[src/rtl/dfm_pkg.sv]
package dfm_pkg;
  typedef enum logic [1:0] {
    OP_DOT   = 2'b00,
    OP_CROSS = 2'b01,
    OP_MSUB  = 2'b10,
    OP_NONE  = 2'b11
  } mac_op_e;
endpackage

[src/rtl/dfm_lane_mul.sv]
// One Q15 lane: doubled signed product, clamped for the single overflow pair.
module dfm_lane_mul #(
  parameter int HALF_W = 16
) (
  input  logic [HALF_W-1:0]   x,
  input  logic [HALF_W-1:0]   y,
  output logic [2*HALF_W-1:0] prod,
  output logic                sat
);
  localparam int PROD_W = 2 * HALF_W;
  localparam logic [HALF_W-1:0] MIN_IN  = {1'b1, {(HALF_W-1){1'b0}}};
  localparam logic [PROD_W-1:0] MAX_OUT = {1'b0, {(PROD_W-1){1'b1}}};

  logic signed [PROD_W-1:0] raw;

  always_comb begin
    raw  = $signed(x) * $signed(y);
    sat  = (x == MIN_IN) && (y == MIN_IN);
    prod = sat ? MAX_OUT : (raw <<< 1);
  end
endmodule

[src/rtl/dfm_operand_route.sv]
// Picks the half pairs that feed each lane for the requested mode.
module dfm_operand_route
  import dfm_pkg::*;
#(
  parameter int HALF_W = 16
) (
  input  mac_op_e                 op,
  input  logic [2*HALF_W-1:0]     a,
  input  logic [2*HALF_W-1:0]     b,
  output logic [1:0][HALF_W-1:0]  lx,
  output logic [1:0][HALF_W-1:0]  ly,
  output logic                    sub_lane1
);
  logic [HALF_W-1:0] a_hi, a_lo, b_hi, b_lo;

  always_comb begin
    a_hi = a[2*HALF_W-1:HALF_W];
    a_lo = a[HALF_W-1:0];
    b_hi = b[2*HALF_W-1:HALF_W];
    b_lo = b[HALF_W-1:0];
    lx[0] = a_hi;
    lx[1] = a_lo;
    sub_lane1 = 1'b0;
    if (op == OP_CROSS) begin
      ly[0] = b_lo;
      ly[1] = b_hi;
    end else begin
      ly[0] = b_hi;
      ly[1] = b_lo;
    end
    if (op == OP_MSUB) sub_lane1 = 1'b1;
  end
endmodule

[src/rtl/dfm_acc_bank.sv]
// Accumulator storage: early pipeline read with one-level bypass,
// sticky overflow flags, registered read-back port.
module dfm_acc_bank #(
  parameter int NUM_ACC = 4,
  parameter int ACC_W   = 64,
  parameter int IDX_W   = 2
) (
  input  logic             clk,
  input  logic             rst,
  input  logic [IDX_W-1:0] pipe_idx,
  output logic [ACC_W-1:0] pipe_base,
  input  logic             wr_en,
  input  logic [IDX_W-1:0] wr_idx,
  input  logic [ACC_W-1:0] wr_data,
  input  logic             wr_ovf,
  input  logic [IDX_W-1:0] host_idx,
  output logic [ACC_W-1:0] host_acc,
  output logic             host_ovf
);
  logic [ACC_W-1:0]   acc_q [NUM_ACC];
  logic [NUM_ACC-1:0] ovf_q;

  always_ff @(posedge clk) begin
    if (rst) begin
      for (int i = 0; i < NUM_ACC; i++) acc_q[i] <= '0;
      ovf_q <= '0;
    end else if (wr_en) begin
      acc_q[wr_idx] <= wr_data;
      ovf_q[wr_idx] <= ovf_q[wr_idx] | wr_ovf;
    end
  end

  always_ff @(posedge clk) begin
    if (rst) begin
      pipe_base <= '0;
    end else if (wr_en && (wr_idx == pipe_idx)) begin
      pipe_base <= wr_data;
    end else begin
      pipe_base <= acc_q[pipe_idx];
    end
  end

  always_ff @(posedge clk) begin
    if (rst) begin
      host_acc <= '0;
      host_ovf <= 1'b0;
    end else begin
      host_acc <= acc_q[host_idx];
      host_ovf <= ovf_q[host_idx];
    end
  end
endmodule

[src/rtl/dual_frac_mac.sv]
module dual_frac_mac
  import dfm_pkg::*;
#(
  parameter int HALF_W  = 16,
  parameter int ACC_W   = 64,
  parameter int NUM_ACC = 4,
  parameter int IDX_W   = (NUM_ACC > 1) ? $clog2(NUM_ACC) : 1
) (
  input  logic               clk,
  input  logic               rst,
  input  logic               in_valid,
  input  logic [1:0]         in_op,
  input  logic [IDX_W-1:0]   in_acc,
  input  logic [2*HALF_W-1:0] in_a,
  input  logic [2*HALF_W-1:0] in_b,
  output logic               out_valid,
  output logic [IDX_W-1:0]   out_idx,
  output logic [ACC_W-1:0]   out_acc,
  input  logic [IDX_W-1:0]   rd_idx,
  output logic [ACC_W-1:0]   rd_acc,
  output logic               rd_ovf
);
  localparam int OPND_W = 2 * HALF_W;
  localparam int PROD_W = 2 * HALF_W;
  localparam int LANES  = 2;
  localparam int EXT_W  = ACC_W - PROD_W;

  // stage 1: operand capture
  logic               s1_valid;
  mac_op_e            s1_op;
  logic [IDX_W-1:0]   s1_idx;
  logic [OPND_W-1:0]  s1_a, s1_b;

  always_ff @(posedge clk) begin
    if (rst) begin
      s1_valid <= 1'b0;
      s1_op    <= OP_NONE;
      s1_idx   <= '0;
      s1_a     <= '0;
      s1_b     <= '0;
    end else begin
      s1_valid <= in_valid && (mac_op_e'(in_op) != OP_NONE);
      s1_op    <= mac_op_e'(in_op);
      s1_idx   <= in_acc;
      s1_a     <= in_a;
      s1_b     <= in_b;
    end
  end

  // lane routing and multipliers
  logic [LANES-1:0][HALF_W-1:0] lx, ly;
  logic [LANES-1:0][PROD_W-1:0] lp;
  logic [LANES-1:0]             lsat;
  logic                         sub1;

  dfm_operand_route #(.HALF_W(HALF_W)) u_route (
    .op(s1_op), .a(s1_a), .b(s1_b), .lx(lx), .ly(ly), .sub_lane1(sub1)
  );

  for (genvar g = 0; g < LANES; g++) begin : g_lane
    dfm_lane_mul #(.HALF_W(HALF_W)) u_mul (
      .x(lx[g]), .y(ly[g]), .prod(lp[g]), .sat(lsat[g])
    );
  end

  // stage 2: products registered, accumulator read in the bank
  logic                         s2_valid;
  logic [IDX_W-1:0]             s2_idx;
  logic [LANES-1:0][PROD_W-1:0] s2_p;
  logic                         s2_sat;
  logic                         s2_sub;

  always_ff @(posedge clk) begin
    if (rst) begin
      s2_valid <= 1'b0;
      s2_idx   <= '0;
      s2_p     <= '0;
      s2_sat   <= 1'b0;
      s2_sub   <= 1'b0;
    end else begin
      s2_valid <= s1_valid;
      s2_idx   <= s1_idx;
      s2_p     <= lp;
      s2_sat   <= |lsat;
      s2_sub   <= sub1;
    end
  end

  // stage 3: combine and accumulate
  logic [ACC_W-1:0] s2_base, ext0, ext1, term, acc_new;

  always_comb begin
    ext0    = {{EXT_W{s2_p[0][PROD_W-1]}}, s2_p[0]};
    ext1    = {{EXT_W{s2_p[1][PROD_W-1]}}, s2_p[1]};
    term    = s2_sub ? (ext0 - ext1) : (ext0 + ext1);
    acc_new = s2_base + term;
  end

  dfm_acc_bank #(.NUM_ACC(NUM_ACC), .ACC_W(ACC_W), .IDX_W(IDX_W)) u_bank (
    .clk(clk), .rst(rst),
    .pipe_idx(s1_idx), .pipe_base(s2_base),
    .wr_en(s2_valid), .wr_idx(s2_idx), .wr_data(acc_new), .wr_ovf(s2_sat),
    .host_idx(rd_idx), .host_acc(rd_acc), .host_ovf(rd_ovf)
  );

  always_ff @(posedge clk) begin
    if (rst) begin
      out_valid <= 1'b0;
      out_idx   <= '0;
      out_acc   <= '0;
    end else begin
      out_valid <= s2_valid;
      out_idx   <= s2_idx;
      out_acc   <= acc_new;
    end
  end
endmodule

[config.mk]
export PLATFORM = sky130hd
export DESIGN_NAME = dual_frac_mac
export DESIGN_NICKNAME = d
export VERILOG_FILES = /design/src/rtl/dfm_pkg.sv /design/src/rtl/dfm_lane_mul.sv /design/src/rtl/dfm_operand_route.sv /design/src/rtl/dfm_acc_bank.sv /design/src/rtl/dual_frac_mac.sv
export SDC_FILE = /design/constraint.sdc
export NUM_CORES = 2
export LEC_CHECK = 0
export BUFFER_PORTS_ARGS = -buffer_cell sky130_fd_sc_hd__buf_2
export CORE_AREA = 2 2 285 287
export DETAILED_ROUTE_END_ITERATION = 8
export DIE_AREA = 0 0 287 289
export PLACE_DENSITY = 0.74
export REMOVE_ABC_BUFFERS = 1
export SYNTH_ARGS = -nofsm -noshare
export SYNTH_HDL_FRONTEND = slang
export SYNTH_SLANG_ARGS = --single-unit
[constraint.sdc]
create_clock -name clk -period 17.4 [get_ports clk]
set_clock_uncertainty 0.1 [all_clocks]
set_input_delay 0 -clock clk [delete_from_list [all_inputs] [get_ports clk]]
set_output_delay 0 -clock clk [all_outputs]
set_load 0.1 [all_outputs]
# Word level (Yosys, flattened, before mapping)
# Memories as Yosys holds them, arrays and structs flattened. A register that Yosys moved wholly into a read port is not among the register bits.
# Cells that the tools add are included.
# word_totals
output_inout_bits	132
ramBits	256
ff_bits	210
in_bits	73
n_memories	1
# mem_list
memory	words	word_bits	rd	rd_clocked_by_memory_dff	wr	line	source
u_bank.acc_q	4	64	2	2	4	dfm_acc_bank.sv:20	logic [ACC_W-1:0] acc_q [NUM_ACC];
# classes
n_reduce_logical	8
eq_ne	7
order_cmp	3
mux	20
multipliers	2
bitwise_logic	1
n_addsub	3
# ops
cell	count
64-bit 2-to-1 mux	2
64-bit adder	1
16-bit == test, second input constant	4
64-bit OR reduction	1
16-bit by 16-bit multiplier with 31-bit output	2
31-bit 2-to-1 mux	2
32-bit by 32-bit adder with 33-bit output	1
32-bit by 32-bit subtractor with 33-bit output	1
32-bit 2-to-1 mux	1
1-bit 2-to-1 mux	10
2-bit by 3-bit < comparator with 1-bit output, second input constant	2
2-bit OR reduction	3
1-bit binary-select mux with 2-bit select	2
4-bit bitwise mux	1
1-bit logical AND	4
1-bit demux with 2-bit select	1
2-bit by 1-bit == test with 1-bit output, second input constant	1
2-bit == test, second input constant	1
2-bit by 1-bit greater-or-equal comparator with 1-bit output, second input constant	1
2-bit 2-to-1 mux	1
2-bit inequality test, second input constant	1
1-bit bitwise OR	1

# Longest topological paths before layout
# depth
depth_word	5
ltp_mapped	31
ltp_nobuf	30

# Cells and area by module
# Synthesis repeated with hierarchy kept, for this count alone.
# unflattened
cells_unflattened	4890
hier_area_um2	49377.4
# modules_own_cells
mod	seq_area_each_um2	n_inst	cells_per_inst	area_per_inst_um2
dfm_acc_bank	10349.9	1	1139	16612.2
dual_frac_mac	4103.9	1	1365	11751.3
dfm_lane_mul at g_lane[0].u_mul	0.0	1	1182	10278.6
dfm_lane_mul at g_lane[1].u_mul	0.0	1	1133	10019.6
dfm_operand_route	0.0	1	71	715.7

# Worst setup path after synthesis
# OpenSTA, ideal clock, no wires.
# synth_path
path_type	register to register
startpoint	register s1_op[1]
endpoint	register s2_p (netlist bit ext1[30])
setup_slack_ps	9908
stages_incl_launch_ff	28
setup_time_ps	132
t_arrival_ps	7259
cell_sequence	dfxtp_1 -> nand2b_1 -> clkbuf_1 -> buf_1 -> buf_1 -> mux2_2 -> clkbuf_1 -> nand2_1 -> fa_1 -> inv_1 -> fa_1 -> fa_1 -> fa_1 -> fa_1 -> inv_1 -> fa_1 -> inv_1 -> ha_1 -> a21o_1 -> a21oi_1 -> a21bo_2 -> o311a_1 -> a211o_1 -> a31oi_1 -> a21oi_1 -> a21oi_1 -> xor2_1 -> a21oi_1
# synth_via
elab_chain_cells	5
# synth_rtl
item	line	source
start, declared	dual_frac_mac.sv:30	mac_op_e s1_op;
start signal, assigned	dual_frac_mac.sv:43	s1_op <= mac_op_e'(in_op);
2-bit by 1-bit == test with 1-bit output (*)	dfm_operand_route.sv:24	if (op == OP_CROSS) begin
32-bit 2-to-1 mux (*)	dfm_operand_route.sv:24	
branches (longest 2 deep; another with 16-bit by 16-bit multiplier with 31-bit output)	--	
31-bit 2-to-1 mux (*)	dfm_lane_mul.sv:19	prod = sat ? MAX_OUT : (raw <<< 1);
end signal, assigned	dual_frac_mac.sv:83	s2_p <= lp;
end, declared	dual_frac_mac.sv:69	logic [LANES-1:0][PROD_W-1:0] s2_p;
# Every way passes the cells marked *.
# A chain may end at the register's enable or synchronous reset.

==> flow_summary.ini <==
[worst_setup_path]
critPathBufInv = 0
crit_family = simple AND/OR/NAND/NOR gates
crit_slowest_cell = ha_1
path_class = register to register
path_max_fanout = 35
worstPathArrival_ns = 8.37
required_ns = 17.81
path_common_cell = o21ai_0
crit_path_start_kind = register
max_stage_delay_ns = 0.72
worstSetupEndpointType = register

[clock_network]
h-tree-depth = 3
clk_pin_slew_ns = 0.06
cts_root_buf = clkbuf_16
post-cts-setup-buffer-count = 0
cts_tree = built
ctsResizeCount = 0
cts_max_path_buffers = 3
cts_inserted_buffers = 67
cts.sinks = 594
insertion_delay_ns = 0.64
postCtsHoldBufs = 96

[global_routing]
gr-usage-all-layers = 0.3102
antenna_found_initial = 2
grt_pass1_wl_um = 199900
grt_max_degree = 166
gr-total-overflow = 0
grt_pass1_vias = 37125

[timing]
worst_slew_pin_slew_ns = 1.139
rsz0062_at_grt = no
fin_tns_setup_ns = 0
setup_viol = 0
hold_violations = 0
fmax_mhz = 125.7
period_share = 0.4573
slew_viol_final = 0
max_slew_margin = 0.2404
period_needed_ns = 7.957
holdWs_ns = 0.02187

[finish]
final_area_um2 = 52760
antennaDiodeCount = 0
n_fill_cell = 6337
syn_to_final_growth_pct = 10.63
final_layout_size_suffix_gt1_frac = 0.1112
fin_nets = 5815

[power]
pwr_density_cell_nw_per_um2 = 151.3
power_switching_mw = 3.887
power_frac_comb = 0.594
seq_power_share = 0.223
swShare = 0.4868
internal_power_mw = 4.098
power.share.clock = 0.184
leakage_nw = 24.03
ir_worst_vdd_v = 0.0001105

[detailed_routing]
dr.pass1.iters = 6
drcViolationCount = 0
avgRoutedWirePerCell_um = 20.66
vias_per_cell = 5.806
vias = 35336
initialDrtViolationCount = 2728
drt-total-wl_um = 125700
ant_nets = 0

[synth]
synth_common_cells = 690 x inv_1, 514 x fa_1, 462 x nand2_1
syn_avg_cell_area_um2 = 9.927
ys_warn_count = 0
yosysMostFrequentCell = inv_1
netlist_area_um2 = 47690
synth.area.top_cells = fa_1 22%, edfxtp_1 16%, dfxtp_1 14%
synth_top_area_share = 0.2158
synth.distinct_cells = 76
yosysTopAreaCell = fa_1
synth-main-ff-cell = dfxtp_1
synthArstFlopShare = 0
netlist_instances = 4804
seq_area_frac_synth = 0.3031
ys_ff_latch = 594
synth-edff-count = 256

[min_path]
min_path_type = input pin to register

[floorplanning]
fp.dieW_um = 287
io_pins = 205
die_h_um = 289
core.rowCount = 104
core_um2 = 79900
initial_core_util = 0.5969
dieArea_um2 = 82940

[place]
numPortBuffers = 204
placed_cell_area_um2 = 49500
gp_congestion = 0.9972
place_hpwl_um = 86860

[run]
drv_cap = 0

[status]
status = finished clean
## placed cells by master (no fill, tap or decap), drive strengths merged, types with 96 or more instances in the layout
cell         count
edfxtp         256
nor2           410
dlygate4sd3     96
mux4           130
xnor2          123
dfxtp          338
ha             257
buf            236
a21oi          264
nor2b          117
nand2          462
fa             514
inv            696
and2           256
## kinds of logic after synthesis
family	share of synthesized area
AO/OA/AOI/OAI	0.07619
XOR/XNOR	0.03471
adder cells (fa/ha/maj)	0.2832
buffers and inverters	0.07318
flip-flops	0.3031
multiplexers	0.07100
AND/OR/NAND/NOR	0.1586
## metal layers
metal	GRT usage	share of wire
met1	0.3798	0.38
met5	0	0.000080
met4	0.1281	0.041
met3	0.04906	0.075
met2	0.5481	0.50
## final cells by class
type | count | area, µm² | share of cell area
well taps | 1060 | 1326 | 0.02514
inverters | 690 | 2592 | 0.04914
multi-input cells | 3285 | 29810 | 0.5651
repair buffers | 333 | 2268 | 0.04300
clock inverters | 36 | 387.9 | 0.007352
clock buffers | 88 | 1911 | 0.03621
flip-flops and latches | 594 | 14460 | 0.2741
## stage by stage
stage	worst slack [ns]	power (mW)	instances	util
after floorplan	10.08	5.293	4569	-
after global placement	9.774	6.397	5866	0.6196
after detailed placement	9.604	6.454	5866	0.6196
after CTS	9.509	7.962	6086	0.6603
after global routing	8.586	8.552	6086	0.6603
final	9.443	7.985	6086	0.6603
## path summary, 6_finish.rpt
path                         from              endpoint  slack [ns]  cells past startpoint
setup / recovery          ext1[3]  u_bank.pipe_base[58]        9.44                     26
setup reg to reg          ext1[3]  u_bank.pipe_base[58]        9.44                     26
hold / removal          in_acc[0]             s1_idx[0]        0.02                      3
hold reg to reg   u_bank.ovf_q[2]       u_bank.ovf_q[2]        0.39                      2
## registers in the layout (all words and copies together), names as in the netlist
name	flops
s1_a	32
u_bank.host_acc	64
s2_sat	1
u_bank.pipe_base	64
u_bank.acc_q	256
s1_op	2
s1_b	32
s1_idx	2
u_bank.host_ovf	1
s2_valid	1
u_bank.ovf_q	4
s2_sub	1
s1_valid	1
out_idx	2
out_acc	64
ext1	32
s2_idx	2
ext0	32
out_valid	1
## tightest hold or removal path, cell delays in order
cell and delay (ns):
dlygate4sd3_1 0.52, buf_2 0.09, nor2b_1 0.11
## power groups by stage
stage               sequential, mW  combinational, mW  clock (mW)
finish                        1.78               4.74        1.47
global route                  1.79               5.22        1.54
CTS                           1.78               4.70        1.49
detailed placement            1.80               4.65           0
global placement              1.80               4.60           0
floorplan                     2.24               3.05           0
No activity file was read; power rests on OpenSTA's default activity.
